===== config.mk =====
export PLATFORM = sky130hd
export DESIGN_NAME = range_tlb
export DESIGN_NICKNAME = d
export VERILOG_FILES = /design/src/rtl/range_tlb_pkg.sv /design/src/rtl/range_tlb_datapath.sv /design/src/rtl/range_tlb_control.sv /design/src/rtl/range_tlb.sv
export SDC_FILE = /design/constraint.sdc
export NUM_CORES = 2
export LEC_CHECK = 0
export BUFFER_PORTS_ARGS = -buffer_cell sky130_fd_sc_hd__clkbuf_2
export CAP_MARGIN = 20
export CORE_ASPECT_RATIO = 0.6
export CORE_MARGIN = 2
export CORE_UTILIZATION = 59
export CTS_BUF_LIST = sky130_fd_sc_hd__clkbuf_4 sky130_fd_sc_hd__clkbuf_8
export DETAILED_ROUTE_END_ITERATION = 10
export PLACE_DENSITY_LB_ADDON = 0.25
export SYNTH_ARGS = -nofsm -noshare
export SYNTH_HDL_FRONTEND = slang
export SYNTH_HIERARCHICAL = 1
export SYNTH_SLANG_ARGS = --single-unit

===== constraint.sdc =====
create_clock -name clk -period 13.7 [get_ports clk]
set_input_delay 0.685 -clock clk [delete_from_list [all_inputs] [get_ports clk]]
set_output_delay 0.685 -clock clk [all_outputs]
set_load 0.05 [all_outputs]

===== src/rtl/range_tlb_pkg.sv =====
package range_tlb_pkg;
  parameter int unsigned TLB_ENTRIES = 8;
  localparam int unsigned IDX_W = $clog2(TLB_ENTRIES);

  typedef struct packed {
    logic             clearAll;
    logic             writeEn;
    logic [IDX_W-1:0] writeIdx;
    logic             touchEn;
    logic [IDX_W-1:0] touchIdx;
  } tlbStrobes_t;
endpackage


===== src/rtl/range_tlb_datapath.sv =====
module range_tlb_datapath
  import range_tlb_pkg::*;
#(
  parameter int unsigned ADDR_W = 32,
  parameter int unsigned OFS_W  = 12
) (
  input  logic                    clk,
  input  logic                    rstN,
  input  logic                    lookupValid,
  input  logic [ADDR_W-1:0]       lookupAddr,
  input  logic [ADDR_W-1:0]       insertBase,
  input  logic [ADDR_W-1:0]       insertSize,
  input  logic [ADDR_W-1:0]       insertFrame,
  input  tlbStrobes_t             ctl,
  input  logic                    hitSel,
  input  logic [IDX_W-1:0]        hitIdx,
  output logic [TLB_ENTRIES-1:0]  matchVec,
  output logic [TLB_ENTRIES-1:0]  validVec,
  output logic [TLB_ENTRIES-1:0]  oldestVec,
  output logic                    respValid,
  output logic                    respHit,
  output logic                    respFault,
  output logic [ADDR_W-1:0]       respPaddr,
  output logic [ADDR_W-1:0]       respFaultAddr
);
  localparam logic [ADDR_W-1:0] OFS_MASK = ADDR_W'((64'd1 << OFS_W) - 64'd1);
  localparam logic [IDX_W-1:0]  LAST_RANK = IDX_W'(TLB_ENTRIES - 1);

  logic [ADDR_W-1:0] baseQ  [TLB_ENTRIES];
  logic [ADDR_W-1:0] sizeQ  [TLB_ENTRIES];
  logic [ADDR_W-1:0] frameQ [TLB_ENTRIES];
  logic [IDX_W-1:0]  rankQ  [TLB_ENTRIES];
  logic [TLB_ENTRIES-1:0] validQ;
  logic [TLB_ENTRIES-1:0] rankZeroVec;

  assign validVec = validQ;

  for (genvar g = 0; g < TLB_ENTRIES; g++) begin : gSlot
    localparam logic [IDX_W-1:0] SLOT = IDX_W'(g);
    logic [ADDR_W:0] endAddr;

    assign endAddr      = {1'b0, baseQ[g]} + {1'b0, sizeQ[g]};
    assign matchVec[g]  = validQ[g] && (baseQ[g] <= lookupAddr) &&
                          (endAddr > {1'b0, lookupAddr});
    assign oldestVec[g] = (rankQ[g] == LAST_RANK);
    assign rankZeroVec[g] = (rankQ[g] == '0);

    always_ff @(posedge clk) begin
      if (!rstN) begin
        validQ[g] <= 1'b0;
        baseQ[g]  <= '0;
        sizeQ[g]  <= '0;
        frameQ[g] <= '0;
      end else if (ctl.clearAll) begin
        validQ[g] <= 1'b0;
      end else if (ctl.writeEn && ctl.writeIdx == SLOT) begin
        validQ[g] <= 1'b1;
        baseQ[g]  <= insertBase;
        sizeQ[g]  <= insertSize;
        frameQ[g] <= insertFrame;
      end
    end

    always_ff @(posedge clk) begin
      if (!rstN) begin
        rankQ[g] <= SLOT;
      end else if (ctl.touchEn) begin
        if (ctl.touchIdx == SLOT)
          rankQ[g] <= '0;
        else if (rankQ[g] < rankQ[ctl.touchIdx])
          rankQ[g] <= rankQ[g] + 1'b1;
      end
    end
  end

  always_ff @(posedge clk) begin
    if (!rstN) begin
      respValid     <= 1'b0;
      respHit       <= 1'b0;
      respFault     <= 1'b0;
      respPaddr     <= '0;
      respFaultAddr <= '0;
    end else begin
      respValid     <= lookupValid;
      respHit       <= lookupValid && hitSel;
      respFault     <= lookupValid && !hitSel;
      respPaddr     <= (lookupValid && hitSel) ?
                       (frameQ[hitIdx] | (lookupAddr & OFS_MASK)) : '0;
      respFaultAddr <= (lookupValid && !hitSel) ? lookupAddr : '0;
    end
  end

  // exactly one slot holds the front rank at all times
  p_single_front_r5: assert property (@(posedge clk) disable iff (!rstN)
    $countones(rankZeroVec) == 1);

  // a touched slot is at the front in the following cycle
  p_touch_front_r7: assert property (@(posedge clk) disable iff (!rstN)
    ctl.touchEn |=> rankZeroVec[$past(ctl.touchIdx)]);

  p_flush_empty_r8: assert property (@(posedge clk) disable iff (!rstN)
    ctl.clearAll |=> (validQ == '0));

  p_resp_timing_r4: assert property (@(posedge clk) disable iff (!rstN)
    lookupValid |=> respValid);

  p_miss_zero_r3: assert property (@(posedge clk) disable iff (!rstN)
    (respValid && !respHit) |-> (respPaddr == '0 && respFault));
endmodule


===== src/rtl/range_tlb_control.sv =====
module range_tlb_control
  import range_tlb_pkg::*;
(
  input  logic                   clk,
  input  logic                   rstN,
  input  logic                   lookupValid,
  input  logic                   insertValid,
  input  logic                   flushAll,
  input  logic [TLB_ENTRIES-1:0] matchVec,
  input  logic [TLB_ENTRIES-1:0] validVec,
  input  logic [TLB_ENTRIES-1:0] oldestVec,
  output tlbStrobes_t            ctl,
  output logic                   hitSel,
  output logic [IDX_W-1:0]       hitIdx
);
  logic [TLB_ENTRIES-1:0] freeVec;
  logic [IDX_W-1:0] freeIdx;
  logic [IDX_W-1:0] oldIdx;
  logic anyFree;
  logic victimIsFree;

  assign freeVec = ~validVec;
  assign anyFree = |freeVec;
  assign hitSel  = |matchVec;

  always_comb begin
    hitIdx  = '0;
    freeIdx = '0;
    oldIdx  = '0;
    for (int i = TLB_ENTRIES - 1; i >= 0; i--) begin
      if (matchVec[i]) hitIdx  = IDX_W'(i);
      if (freeVec[i])  freeIdx = IDX_W'(i);
      if (oldestVec[i]) oldIdx = IDX_W'(i);
    end
  end

  always_comb begin
    ctl.clearAll = flushAll;
    ctl.writeEn  = insertValid && !flushAll;
    ctl.writeIdx = anyFree ? freeIdx : oldIdx;
    ctl.touchEn  = ctl.writeEn || (lookupValid && hitSel && !flushAll && !insertValid);
    ctl.touchIdx = ctl.writeEn ? ctl.writeIdx : hitIdx;
  end

  assign victimIsFree = freeVec[ctl.writeIdx];

  p_fill_free_first_r6: assert property (@(posedge clk) disable iff (!rstN)
    (ctl.writeEn && anyFree) |-> victimIsFree);

  p_flush_drops_insert_r10: assert property (@(posedge clk) disable iff (!rstN)
    flushAll |-> (!ctl.writeEn && !ctl.touchEn));

  p_evict_oldest_r7: assert property (@(posedge clk) disable iff (!rstN)
    (ctl.writeEn && !anyFree) |-> oldestVec[ctl.writeIdx]);
endmodule


===== src/rtl/range_tlb.sv =====
module range_tlb
  import range_tlb_pkg::*;
#(
  parameter int unsigned ADDR_W = 32,
  parameter int unsigned OFS_W  = 12
) (
  input  logic              clk,
  input  logic              rstN,
  input  logic              lookupValid,
  input  logic [ADDR_W-1:0] lookupAddr,
  input  logic              insertValid,
  input  logic [ADDR_W-1:0] insertBase,
  input  logic [ADDR_W-1:0] insertSize,
  input  logic [ADDR_W-1:0] insertFrame,
  input  logic              flushAll,
  output logic              respValid,
  output logic              respHit,
  output logic              respFault,
  output logic [ADDR_W-1:0] respPaddr,
  output logic [ADDR_W-1:0] respFaultAddr
);
  tlbStrobes_t ctl;
  logic hitSel;
  logic [IDX_W-1:0] hitIdx;
  logic [TLB_ENTRIES-1:0] matchVec, validVec, oldestVec;

  range_tlb_control u_control (
    .clk(clk), .rstN(rstN),
    .lookupValid(lookupValid), .insertValid(insertValid), .flushAll(flushAll),
    .matchVec(matchVec), .validVec(validVec), .oldestVec(oldestVec),
    .ctl(ctl), .hitSel(hitSel), .hitIdx(hitIdx)
  );

  range_tlb_datapath #(.ADDR_W(ADDR_W), .OFS_W(OFS_W)) u_datapath (
    .clk(clk), .rstN(rstN),
    .lookupValid(lookupValid), .lookupAddr(lookupAddr),
    .insertBase(insertBase), .insertSize(insertSize), .insertFrame(insertFrame),
    .ctl(ctl), .hitSel(hitSel), .hitIdx(hitIdx),
    .matchVec(matchVec), .validVec(validVec), .oldestVec(oldestVec),
    .respValid(respValid), .respHit(respHit), .respFault(respFault),
    .respPaddr(respPaddr), .respFaultAddr(respFaultAddr)
  );
endmodule


==> results.py <==
metrics = {
    "synthesis": {
        "avgSynthCellArea_um2": 11.2,
        "ys.flop_type": "edfxtp_1",
        "synth_cell_type_count": 77,
        "yosysSeqAreaShare": 0.441,
        "synth_cells": 5121,
        "synth_top_area_share": 0.415,
        "synth_nets": 6062,
        "yosys_warnings": 6,
        "synth_top_area_cell": "edfxtp_1",
        "synth_edf_count": 792,
        "ys_ff_latch": 867,
        "async_flop_share": 0,
        "synth.top_cells.by_area": "edfxtp_1 42%, ha_1 17%, and2_1 8.6%, a21o_1 3.9%, a21oi_1 2.9%",
        "synth_area_um2": 57300,
    },
    "min_path": {
        "min-delay-start": "insertFrame[17]",
        "hold_class": "in -> reg",
        "holdPathStages": 2,
        "holdPathEnd": "u_datapath/frameQ[0][17]",
    },
    "finish": {
        "design_area_um2": 63400,
        "most-common-layout-cells": "800 x ha_1, 792 x edfxtp_1, 784 x and2_1",
        "nets": 6366,
        "utilization": 0.659,
        "final_common_cell": "ha_1",
        "layout-drive-gt1-share": 0.117,
        "syn_to_final_growth_pct": 10.6,
    },
    "global_route": {
        "grt_pass1_vias": 41482,
        "antenna_found_initial": 26,
        "grtUsageMet1": 0.585,
        "grt_use_met2": 0.493,
        "grt_util_met3": 0.202,
        "track_usage": 0.397,
        "grt_max_degree": 98,
        "busiest_layer": "met1",
        "grt_pass1_wl_mm": 284,
        "grt_overflow_total": 0,
    },
    "die": {
        "die_area_um2": 99700,
        "start_util": 0.595,
        "fp.coreArea_um2": 96200,
        "die_height_um": 245,
        "die_x_um": 406,
        "rows": 88,
        "num_io_pins": 200,
    },
    "timing": {
        "maxSlewHeadroom": 0.177,
        "timing.hold.ws_ns": 0.168,
        "fin_crit_ns": 10.47,
        "slew_viol_final": 0,
        "tightest_slew_ns": 1.23,
        "fin_setup_tns_ns": 0,
        "setup-violations-final": 0,
        "fin_skew_ns": 0.0572,
        "clock.fmax_mhz": 95.5,
        "rsz0062_at_grt": "no",
        "min_period_over_period": 0.764,
        "hold_viol_final": 0,
    },
    "setup_path": {
        "crit-reg2reg-capture": "u_datapath/rankQ[5][1]",
        "crit_fanout": 54,
        "endpoint_kind": "flop",
        "cpPeakStageDelay_ns": 0.76,
        "cp.arrival_ns": 11.01,
        "critPathSlowestCell": "a2111oi_0",
        "path_buf_inv": 2,
        "cp_top_family": "compound AO/OA/AOI/OAI gates",
        "cp-start-kind": "flop",
        "worstSetupPathType": "reg -> reg",
        "r2r-start": "u_datapath/baseQ[0][64]",
        "ff2ff_path_depth": 31,
        "critPathRequiredTime_ns": 14.25,
        "rrSetupSlack_ns": 3.23,
    },
    "detailed_routing": {
        "first_iter_violations": 5933,
        "detail-route-antenna-nets": 0,
        "vias_per_cell": 6.53,
        "drt-total-wl_mm": 198,
        "vias": 44824,
        "drt-wirelength-per-cell_um": 28.9,
        "first_pass_iters": 6,
        "drc_errors": 0,
    },
    "job": {
        "cap_violations": 0,
    },
    "placement": {
        "gp_congestion": 1.03,
        "dpl_cell_area_um2": 60300,
        "io_buffer_count": 199,
        "dp_hpwl_mm": 136,
    },
    "clock_tree": {
        "cts_buffer_depth": 3,
        "cts-root-buf": "clkbuf_8",
        "ctsHoldBuffers": 0,
        "h-tree-depth": 4,
        "cts.repair.resized": 0,
        "clk_pin_slew_ns": 0.06,
        "cts_tree": "built",
        "numCtsBuffers": 137,
        "clock_sinks": 867,
        "postCtsSetupBuffers": 0,
        "clk_latency_ns": 0.90,
    },
    "pwr": {
        "powerDensity_nw_per_um2": 105,
        "worst_ir_drop_vdd_mv": 0.104,
        "power_uw": 6660,
        "p_leak_uw": 0.0280,
    },
    "outcome": {
        "status": "finished clean",
    },
}
-- per-layer routing --
metal / part of all wire / up-vias
met1: 0.42 / 21435
met4: 0.028 / 20
met5: 0.0019 / -
li1: - / 19800
met2: 0.37 / 3191
met3: 0.18 / 378
-- per-stage QoR --
| step | std cells | worst slack [ns] |
|---|---|---|
| 5_1_grt | 6847 | 2.59 |
| 2_1_floorplan | 5121 | 4.49 |
| 6_report | 6864 | 3.23 |
| 3_5_place_dp | 6585 | 3.80 |
| 3_3_place_gp | 6585 | 4.05 |
| 4_1_cts | 6838 | 3.70 |
-- cells in the mapped netlist, types with 54 or more instances --
cell type,instances
nor2b_1,88
clkbuf_1,116
and2_1,784
edfxtp_1,792
a21o_1,297
mux4_2,70
nor2_1,229
nand2b_1,58
nand4_1,119
nand3_1,81
xor2_1,54
dfxtp_1,75
o21a_1,59
a21oi_1,335
nand2_1,148
inv_1,157
xnor2_1,168
nor3_1,92
o21ai_0,159
ha_1,800
-- logic make-up (layout without fill, tap and decap cells) --
group	after synthesis	after routing	synth area share
simple gates	1697	1697	0.166
compound gates	1140	1140	0.129
flops	867	867	0.441
fa+ha+maj	808	808	0.177
buf+inv	282	700	0.0185
xor+xnor	222	222	0.0339
mux	105	105	0.0336
other cells	0	20	0
-- worst reg2reg max path: cells and delay by family, from the launching register on --
family                   cells  cell delay [ns]
AO/OA/AOI/OAI               13             4.62
multiplexers                 3             1.60
adder cells (fa/ha/maj)      4             1.12
AND/OR/NAND/NOR              9             1.63
flip-flops                   1             0.39
buffers and inverters        2             0.78
-- power by group --
group / switching (µW) / internal, µW / leakage (µW)
Sequential: 51.3 / 2980 / 0.00875
Combinational: 766 / 419 / 0.0177
Clock: 1130 / 1320 / 0.00157
-- sequential cells by signal (all words and copies together) (netlist names) --
name and count:
u_datapath/respFault 1, u_datapath/respHit 1, u_datapath/validVec 8, u_datapath/respPaddr 32
u_datapath/baseQ 256, u_datapath/sizeQ 256, u_datapath/respFaultAddr 32, u_datapath/frameQ 256
u_datapath/respValid 1, u_datapath/rankQ 24
-- layout make-up --
class / count / area, µm²
Fill cell: 7450 / 32800
Multi-Input combinational cell: 3972 / 31200
Sequential cell: 867 / 25300
Tap cell: 1305 / 1630
Clock buffer: 208 / 2530
Clock inverter: 45 / 442
Antenna cell: 20 / 50.0
Timing Repair Buffer: 290 / 1680
Inverter: 157 / 589
-- worst max-delay path by stage --
stage	endpoint	depth (start not counted)	from
detailed placement	u_datapath/rankQ[1][2]	34	u_datapath/baseQ[1][32]
finish	u_datapath/rankQ[5][1]	31	u_datapath/baseQ[0][64]
floorplan	u_datapath/baseQ[0][0]	9	u_datapath/rankQ[6][0]
CTS	u_datapath/rankQ[1][2]	34	u_datapath/baseQ[1][32]
global placement	u_datapath/rankQ[1][0]	31	u_datapath/baseQ[0][64]
global route	u_datapath/rankQ[5][1]	31	u_datapath/baseQ[0][64]
No activity file was read; power rests on OpenSTA's default activity.
